File: src/rtl/sem_pkg.sv
package sem_pkg;

    typedef enum logic [1:0] {
        OWN_NONE  = 2'd0,
        OWN_LEFT  = 2'd1,
        OWN_RIGHT = 2'd2
    } owner_e;

    typedef struct packed {
        owner_e owner;
        logic   wait_l;
        logic   wait_r;
    } cell_s;

    localparam cell_s CELL_RESET = '{owner: OWN_NONE, wait_l: 1'b0, wait_r: 1'b0};

endpackage

File: src/rtl/sem_port_decode.sv
module sem_port_decode #(
    parameter int AW   = 14,
    parameter int NSEM = 8,
    localparam int IW  = $clog2(NSEM)
) (
    input  logic            clk,
    input  logic            rst_n,
    input  logic            sem_sel,
    input  logic            mem_en,
    input  logic [AW-1:0]   addr,
    input  logic            wr,
    input  logic            rd,
    input  logic            din,
    output logic [NSEM-1:0] claim_vec,
    output logic [NSEM-1:0] drop_vec,
    output logic            rd_en,
    output logic [IW-1:0]   idx
);

    logic valid;

    always_comb begin
        valid     = sem_sel & ~mem_en;
        idx       = addr[IW-1:0];
        claim_vec = '0;
        drop_vec  = '0;
        if (valid && wr) begin
            if (din) drop_vec[idx]  = 1'b1;
            else     claim_vec[idx] = 1'b1;
        end
        rd_en = valid & rd;
    end

    // at most one latch is touched per write
    assert_one_target_R3: assert property (@(posedge clk) disable iff (!rst_n)
        $onehot0(claim_vec | drop_vec));

    // no effect without a valid access
    assert_gate_R2: assert property (@(posedge clk) disable iff (!rst_n)
        (!sem_sel || mem_en) |-> (claim_vec == '0 && drop_vec == '0 && !rd_en));

endmodule

File: src/rtl/sem_cell.sv
module sem_cell
    import sem_pkg::*;
(
    input  logic clk,
    input  logic rst_n,
    input  logic l_claim,
    input  logic l_drop,
    input  logic r_claim,
    input  logic r_drop,
    output logic l_owns,
    output logic r_owns
);

    cell_s cell_q, cell_d;
    logic  wl, wr_;

    always_comb begin
        cell_d = cell_q;
        wl     = cell_q.wait_l;
        wr_    = cell_q.wait_r;
        unique case (cell_q.owner)
            OWN_NONE: begin
                if (l_claim) begin
                    cell_d.owner = OWN_LEFT;
                    wr_          = r_claim;
                    wl           = 1'b0;
                end else if (r_claim) begin
                    cell_d.owner = OWN_RIGHT;
                    wl           = 1'b0;
                    wr_          = 1'b0;
                end else begin
                    wl  = 1'b0;
                    wr_ = 1'b0;
                end
            end
            OWN_LEFT: begin
                if (r_claim)     wr_ = 1'b1;
                else if (r_drop) wr_ = 1'b0;
                if (l_drop) begin
                    if (wr_) begin
                        cell_d.owner = OWN_RIGHT;
                        wr_          = 1'b0;
                    end else begin
                        cell_d.owner = OWN_NONE;
                    end
                end
                wl = 1'b0;
            end
            OWN_RIGHT: begin
                if (l_claim)     wl = 1'b1;
                else if (l_drop) wl = 1'b0;
                if (r_drop) begin
                    if (wl) begin
                        cell_d.owner = OWN_LEFT;
                        wl           = 1'b0;
                    end else begin
                        cell_d.owner = OWN_NONE;
                    end
                end
                wr_ = 1'b0;
            end
            default: begin
                cell_d.owner = OWN_NONE;
                wl           = 1'b0;
                wr_          = 1'b0;
            end
        endcase
        cell_d.wait_l = wl;
        cell_d.wait_r = wr_;
    end

    always_ff @(posedge clk or negedge rst_n) begin
        if (!rst_n) cell_q <= CELL_RESET;
        else        cell_q <= cell_d;
    end

    assign l_owns = (cell_q.owner == OWN_LEFT);
    assign r_owns = (cell_q.owner == OWN_RIGHT);

    // the owner never also has a queued claim
    assert_no_self_wait_R7: assert property (@(posedge clk) disable iff (!rst_n)
        !(l_owns && cell_q.wait_l) && !(r_owns && cell_q.wait_r));

    // left holding stays left unless left releases
    assert_hold_left_R5: assert property (@(posedge clk) disable iff (!rst_n)
        (l_owns && !l_drop) |=> l_owns);

    assert_hold_right_R5: assert property (@(posedge clk) disable iff (!rst_n)
        (r_owns && !r_drop) |=> r_owns);

    // left wins a free latch
    assert_left_wins_R9: assert property (@(posedge clk) disable iff (!rst_n)
        (cell_q.owner == OWN_NONE && l_claim) |=> l_owns);

    // queued right takes over on left release
    assert_handover_R7: assert property (@(posedge clk) disable iff (!rst_n)
        (l_owns && cell_q.wait_r && !r_drop && l_drop) |=> r_owns);

    // release with nobody waiting frees the latch
    assert_free_R6: assert property (@(posedge clk) disable iff (!rst_n)
        (l_owns && !cell_q.wait_r && !r_claim && l_drop) |=> (!l_owns && !r_owns));

endmodule

File: src/rtl/sem_read_reg.sv
module sem_read_reg #(
    parameter int DW = 8
) (
    input  logic          clk,
    input  logic          rst_n,
    input  logic          rd_en,
    input  logic          view,
    output logic [DW-1:0] dout
);

    logic [DW-1:0] dout_q, dout_d;

    always_comb begin
        dout_d = dout_q;
        if (rd_en) dout_d = {DW{view}};
    end

    always_ff @(posedge clk or negedge rst_n) begin
        if (!rst_n) dout_q <= '1;
        else        dout_q <= dout_d;
    end

    assign dout = dout_q;

    // register holds without a valid read
    assert_hold_R10: assert property (@(posedge clk) disable iff (!rst_n)
        !rd_en |=> $stable(dout_q));

    // every bit carries the same view
    assert_uniform_R10: assert property (@(posedge clk) disable iff (!rst_n)
        (dout_q == '0) || (dout_q == '1));

endmodule

File: src/rtl/sem_bank.sv
module sem_bank #(
    parameter int AW   = 14,
    parameter int DW   = 8,
    parameter int NSEM = 8
) (
    input  logic          clk,
    input  logic          rst_n,
    input  logic          l_sem_sel,
    input  logic          l_mem_en,
    input  logic [AW-1:0] l_addr,
    input  logic          l_wr,
    input  logic          l_rd,
    input  logic          l_din,
    output logic [DW-1:0] l_dout,
    input  logic          r_sem_sel,
    input  logic          r_mem_en,
    input  logic [AW-1:0] r_addr,
    input  logic          r_wr,
    input  logic          r_rd,
    input  logic          r_din,
    output logic [DW-1:0] r_dout
);

    localparam int IW = $clog2(NSEM);

    logic [NSEM-1:0] l_claim, l_drop, r_claim, r_drop;
    logic [NSEM-1:0] l_owns, r_owns;
    logic            l_rd_en, r_rd_en;
    logic [IW-1:0]   l_idx, r_idx;

    sem_port_decode #(.AW(AW), .NSEM(NSEM)) u_dec_l (
        .clk(clk), .rst_n(rst_n), .sem_sel(l_sem_sel), .mem_en(l_mem_en),
        .addr(l_addr), .wr(l_wr), .rd(l_rd), .din(l_din),
        .claim_vec(l_claim), .drop_vec(l_drop), .rd_en(l_rd_en), .idx(l_idx)
    );

    sem_port_decode #(.AW(AW), .NSEM(NSEM)) u_dec_r (
        .clk(clk), .rst_n(rst_n), .sem_sel(r_sem_sel), .mem_en(r_mem_en),
        .addr(r_addr), .wr(r_wr), .rd(r_rd), .din(r_din),
        .claim_vec(r_claim), .drop_vec(r_drop), .rd_en(r_rd_en), .idx(r_idx)
    );

    for (genvar i = 0; i < NSEM; i++) begin : g_cell
        sem_cell u_cell (
            .clk(clk), .rst_n(rst_n),
            .l_claim(l_claim[i]), .l_drop(l_drop[i]),
            .r_claim(r_claim[i]), .r_drop(r_drop[i]),
            .l_owns(l_owns[i]), .r_owns(r_owns[i])
        );
    end

    sem_read_reg #(.DW(DW)) u_rd_l (
        .clk(clk), .rst_n(rst_n), .rd_en(l_rd_en), .view(~l_owns[l_idx]), .dout(l_dout)
    );

    sem_read_reg #(.DW(DW)) u_rd_r (
        .clk(clk), .rst_n(rst_n), .rd_en(r_rd_en), .view(~r_owns[r_idx]), .dout(r_dout)
    );

    // a latch never has two owners
    assert_single_owner_R4: assert property (@(posedge clk) disable iff (!rst_n)
        (l_owns & r_owns) == '0);

    // a latch with no strobe on it keeps its owner
    assert_independent_R11: assert property (@(posedge clk) disable iff (!rst_n)
        ((l_claim | l_drop | r_claim | r_drop) == '0) |=> $stable(l_owns) && $stable(r_owns));

endmodule

File: config.mk
export PLATFORM = sky130hd
export DESIGN_NAME = sem_bank
export DESIGN_NICKNAME = d
export VERILOG_FILES = /design/src/rtl/sem_pkg.sv /design/src/rtl/sem_port_decode.sv /design/src/rtl/sem_cell.sv /design/src/rtl/sem_read_reg.sv /design/src/rtl/sem_bank.sv
export SDC_FILE = /design/constraint.sdc
export NUM_CORES = 1
export LEC_CHECK = 0
export ABC_AREA = 1
export BUFFER_PORTS_ARGS = -buffer_cell sky130_fd_sc_hd__buf_2
export CORE_ASPECT_RATIO = 2
export CORE_MARGIN = 3
export CORE_UTILIZATION = 51
export CTS_BUF_LIST = sky130_fd_sc_hd__clkbuf_4
export DETAILED_ROUTE_END_ITERATION = 10
export PLACE_DENSITY = 0.85
export SLEW_MARGIN = 15
export SYNTH_ARGS = -nofsm -noshare
export SYNTH_HDL_FRONTEND = slang
export SYNTH_SLANG_ARGS = --single-unit
File: constraint.sdc
create_clock -name clk -period 1 [get_ports clk]
set_clock_uncertainty 0.05 [all_clocks]
set_input_delay 0.3 -clock clk [delete_from_list [all_inputs] [get_ports clk]]
set_output_delay 0.3 -clock clk [all_outputs]
set_load 0.02 [all_outputs]
After elaboration in Yosys (flattened, before gate mapping)
Cells that the tools add are included.
{"block": "classes", "bitwise": 8, "magnitude_cmp": 4, "n_mux": 160, "n_eq_ne": 40, "n_reduce_logical": 20}
{"operator": "1-bit 2-to-1 mux", "n": 92}
{"operator": "2-bit 2-to-1 mux", "n": 40}
{"operator": "8-bit 2-to-1 mux", "n": 8}
{"operator": "2-bit one-hot mux with 3 select lines", "n": 8}
{"operator": "2-bit != test, second input constant", "n": 16}
{"operator": "3-bit != test, second input constant", "n": 8}
{"operator": "3-bit AND reduction", "n": 8}
{"operator": "2-bit by 1-bit equality test with 1-bit output, second input constant", "n": 8}
{"operator": "2-bit equality test, second input constant", "n": 8}
{"operator": "2-bit zero test", "n": 8}
{"operator": "1-bit one-hot mux with 2 select lines", "n": 8}
{"operator": "3-bit by 4-bit less-than comparator with 1-bit output, second input constant", "n": 2}
{"operator": "1-bit binary-select mux with 3-bit select", "n": 2}
{"operator": "1-bit demux with 3-bit select", "n": 2}
{"operator": "3-bit by 1-bit greater-or-equal comparator with 1-bit output, second input constant", "n": 2}
{"operator": "1-bit bitwise AND", "n": 4}
{"operator": "1-bit logical AND", "n": 4}
{"operator": "1-bit NOT", "n": 4}
{"block": "word_totals", "regBits": 34, "elab_cells": 258, "inputBits": 40}

Logic depth before layout (Yosys ltp)
{"block": "logic_depth", "depth_word": 12, "mapped_depth": 10, "mapped_depth_nobuf": 10}

Cells and area by module
A second synthesis with hierarchy kept.
{"block": "hier_totals", "hier_cells": 406, "hier_area_um2": 2562.5}
{"mod": "sem_cell", "cells_per_inst": 34, "seq_area_each_um2": 100.1, "area_each_um2": 229.0, "instances": 8}
{"mod": "sem_port_decode", "cells_per_inst": 35, "seq_area_each_um2": 0.0, "area_each_um2": 191.4, "instances": 2}
{"mod": "sem_read_reg", "cells_per_inst": 12, "seq_area_each_um2": 26.3, "area_each_um2": 93.8, "instances": 2}
{"mod": "sem_bank", "cells_per_inst": 40, "seq_area_each_um2": 0.0, "area_each_um2": 160.2, "instances": 1}

Worst setup path after synthesis
OpenSTA, ideal clock, no wires.
{"block": "synth_path", "kind": "in2reg", "startpoint": "input l_mem_en", "endpoint": "register g_cell[0].u_cell.cell_q[3] in the netlist's numbering", "path_buffers": 1, "stages": 10, "setup_time_ns": 0.065, "setup_slack_ns": -0.244, "arrival_ns": 1.129, "path_cell_list": "inv_1 -> nand3_2 -> nor2_2 -> buf_4 -> nand2_1 -> nand3_1 -> nand2_1 -> nor2_2 -> nand2_1 -> nand2_1"}
{"block": "synth_between", "elab_chain_len": 6}
{"element": "from (decl)", "line_no": "sem_bank.sv:9", "source": "input logic l_mem_en,"}
{"element": "1-bit NOT *", "line_no": "sem_port_decode.sv:23", "source": "valid = sem_sel & ~mem_en;"}
{"element": "1-bit bitwise AND *", "line_no": "sem_port_decode.sv:23"}
{"element": "1-bit logical AND *", "line_no": "sem_port_decode.sv:27", "source": "if (valid && wr) begin"}
{"element": "8-bit 2-to-1 mux", "line_no": "sem_port_decode.sv:27"}
{"element": "3-bit != test (no source line), or another cell as far along"}
{"element": "3-bit AND reduction (no source line) or 2-bit one-hot mux with 3 select lines (tied branches)"}
{"element": "to (signal assigned)", "line_no": "sem_cell.sv:74", "source": "else cell_q <= cell_d;"}
{"element": "to (decl)", "line_no": "sem_cell.sv:14", "source": "cell_s cell_q, cell_d;"}
Every way passes the cells marked *; elsewhere a longest branch is shown, timed or not.
A chain may end at the register's enable or synchronous reset.

Final worst setup path
{"block": "layout_path", "startpoint": "register u_rd_l.dout[0] (netlist name)", "endpoint": "output l_dout[6]"}
{"element": "to (decl)", "line_no": "sem_bank.sv:14", "source": "output logic [DW-1:0] l_dout,"}
No word-level cell between the ends.

==> metrics.txt <==
Net Sw Power=2.68 mW; synth warn=0; Hold Crit Depth=5; post-synthesis mux area share=0%; Netlist cell types=20; period utilization=155%; Critical Path End Type=primary output; cell count after synthesis=394; clock buffer depth=2; drt initial violations=289; Worst Path Buf+Inv=1; RSZ-0062 raised after global routing=true; io pins=56; Area Overhead vs Synth=68.0%; #FFs+latches synth=34; Leak=2.19 nW; Hold Fails Final Rpt=0; f_max=645 MHz; R2R Path End=g_cell[7].u_cell.cell_q[2]$_DFFE_PN0P_; global-route wire length before repair=13.0 mm; vias=3447; Worst Path Arrival=1200 ps; Pwr Density=1450 mW/mm2; Synth Area in XOR/XNOR=0%; failing checks=setup timing; crit path time final=1550 ps; Placer Congestion=0.947; WL per Instance=21.1 um; row cnt=34; cts bufs inserted=5; clock power share=14.4%; Worst slew margin=74.2%; Die Ht=103 um; n_diodes=0; Post-Synth Adder-Cell Area=0%; critical path type=reg -> out; crit path max fanout=9; routed vias/inst=6.24; Final #Nets=538; worst stage delay on the critical path=630 ps; Comb power frac=54.0%; hold_sp=r_rd; core area=0.00447 mm2; Die Span X=54.6 um; Pre-antenna DRT Iters=5; clk root buf=clkbuf_4; Sw Ratio=45.6%; sequential fraction of the synthesis area=35.5%; HP Class=in -> reg; total wire length=11.6 mm; worst reg2reg path depth=6; Worst-path clk slew=120 ps; R2R Setup Slk=-380 ps; Slew @ Worst Pin=386 ps; syn_nets=434; Synth Area in Simple Gates=46.8%; largest family of logic cells by synthesized area=simple AND/OR/NAND/NOR gates; HPWL Detailed=5.19 mm; Syn Area/Cell=6.11 um2; status=complete, but fails checks; CP cell instances=buf_2; Synth area leader=dfrtp_1; r2r startpoint=g_cell[7].u_cell.cell_q[2]$_DFFE_PN0P_; Synth area leaders=dfrtp_1 (33%), nand2_1 (24%), nor2_1 (9.0%); Clock Latency Late Sink=380 ps; largest net degree at the start of global routing=35; # DRC=0; GRT Util Overall=31.8%; Post-Syn Area=0.00241 mm2; compound-gate portion of the synthesized area=4.89%; Internal Power=3.19 mW; # port buffers=33; final instance area=0.00404 mm2; Final Slew Violations=0; CTS tree=done; number of nets with antenna violations after routing=0; Overall Power=5.87 mW; Max-Cap Viols=0; Area after DPL=0.00312 mm2; Max IR drop VDD=1.59 mV; Worst Hold Endpoint=u_rd_r.dout[0]$_DFFE_PN1P_; die area=0.00563 mm2; crit-path leading delay family=flip-flops; element type at the critical path start=flop; final global-route overflow total=0; number of global-route vias before repair=2955; Critical Path RT=650 ps; CP max-delay cell=dfstp_2; initial antenna violation count=0; final worst slack=-551 ps; layout cells sized above 1=56.8%; Setup Viol. Count Final=50; H-tree level count=2; Sum Neg Setup Slack=-14480 ps; Initial Util=53.9%; Seq pwr share=31.6%; post-synth top area share=33.3%; Sink Count=34
## synth_stat cells (all sizes together)
| cell type | count |
|---|---|
| buf | 16 |
| a21oi | 2 |
| o22ai | 2 |
| nor2 | 68 |
| nand4 | 2 |
| inv | 51 |
| nor3 | 10 |
| nand2 | 153 |
| dfrtp | 32 |
| o21ai | 19 |
| or2 | 1 |
| nand3 | 36 |
| dfstp | 2 |
## metrics by stage
step	setup WS, ps	util, %	hold slack [ps]	std cells
floorplan	-178	-	-45.6	394
global placement	-441	69.8	224	514
detailed placement	-480	69.8	222	514
CTS	-482	77.0	214	530
global route	-577	90.5	214	552
finish	-551	90.5	198	552
## registers in the layout (all words and copies together), names as in the netlist
| name | cells |
|---|---|
| g_cell.u_cell.cell_q | 32 |
| u_rd_l.dout | 1 |
| u_rd_r.dout | 1 |
## logic make-up (layout without fill, tap and decap cells)
| group | count (synthesis) | after routing |
|---|---|---|
| simple gates | 270 | 270 |
| buf+inv | 67 | 171 |
| flops | 34 | 34 |
| compound gates | 23 | 23 |
## power by group through the flow
stage                     registers (mW)  logic [mW]  clock network, mW
after global placement              1.72        1.97                  0
final                               1.85        3.17              0.848
after global routing                1.87        3.37              0.881
after detailed placement            1.74        2.03                  0
after floorplan                     1.75        1.50                  0
after CTS                           1.78        2.37              0.803
## per-layer routing
layer  vias to the layer above  share of wire, %  wire length (um)  GRT usage [%]
li1                       1422                 -                 -              -
met1                      1578                33              3790           33.0
met2                       323                48              5580           54.4
met3                       124                10              1190           6.66
met4                         0               9.3              1090           21.7
met5                         -                 0                 0              0
## layout by cell type, fill, tap and decap left out
| cell type | count |
|---|---|
| buf_4 | 62 |
| nor2_2 | 19 |
| nand3_4 | 3 |
| inv_12 | 2 |
| nand3_1 | 14 |
| buf_12 | 4 |
| o22ai_2 | 1 |
| nand4_1 | 2 |
| dfrtp_2 | 8 |
| inv_4 | 2 |
| buf_6 | 22 |
| o21ai_0 | 1 |
| inv_2 | 12 |
| dfstp_2 | 2 |
| a21oi_1 | 2 |
| o21ai_1 | 11 |
| nor3_1 | 1 |
| nand2_1 | 107 |
| nor3_2 | 3 |
| nor2_1 | 17 |
| or2_4 | 1 |
| dfrtp_1 | 24 |
| clkinvlp_4 | 1 |
| clkbuf_4 | 7 |
| o21ai_2 | 7 |
| buf_2 | 24 |
| nor3_4 | 6 |
| nand3_2 | 19 |
| nand2_4 | 12 |
| nand2_2 | 34 |
| inv_1 | 34 |
| nor2_4 | 32 |
| o22ai_1 | 1 |
| dlygate4sd3_1 | 1 |
## worst max-delay path by stage
stage / start / endpoint / slack, ps / depth (start not counted)
final: u_rd_l.dout[0]$_DFFE_PN1P_ / l_dout[6] / -550 / 1
after global routing: u_rd_l.dout[0]$_DFFE_PN1P_ / l_dout[6] / -580 / 1
after CTS: u_rd_l.dout[0]$_DFFE_PN1P_ / l_dout[4] / -480 / 1
after floorplan: l_mem_en / g_cell[0].u_cell.cell_q[2]$_DFFE_PN0P_ / -180 / 10
after global placement: l_mem_en / g_cell[3].u_cell.cell_q[3]$_DFFE_PN0P_ / -440 / 11
after detailed placement: l_addr[2] / g_cell[7].u_cell.cell_q[2]$_DFFE_PN0P_ / -480 / 10
## repair_timing
action,4_1_cts,5_1_grt
pin swaps,33,77
endpoints found under the setup margin,44,50
gates resized for setup,67,130
hold buffers,1,0
endpoints found under the hold margin,32,0
setup buffers,8,23
## final cells by class
| type | count | area, um2 |
|---|---|---|
| Clock buffer | 7 | 52.6 |
| Fill cell | 185 | 425 |
| Inverter | 51 | 225 |
| Multi-Input combinational cell | 293 | 1910 |
| Sequential cell | 34 | 863 |
| Tap cell | 54 | 67.6 |
| Timing Repair Buffer | 113 | 923 |
(Power assumes the default switching activity.)
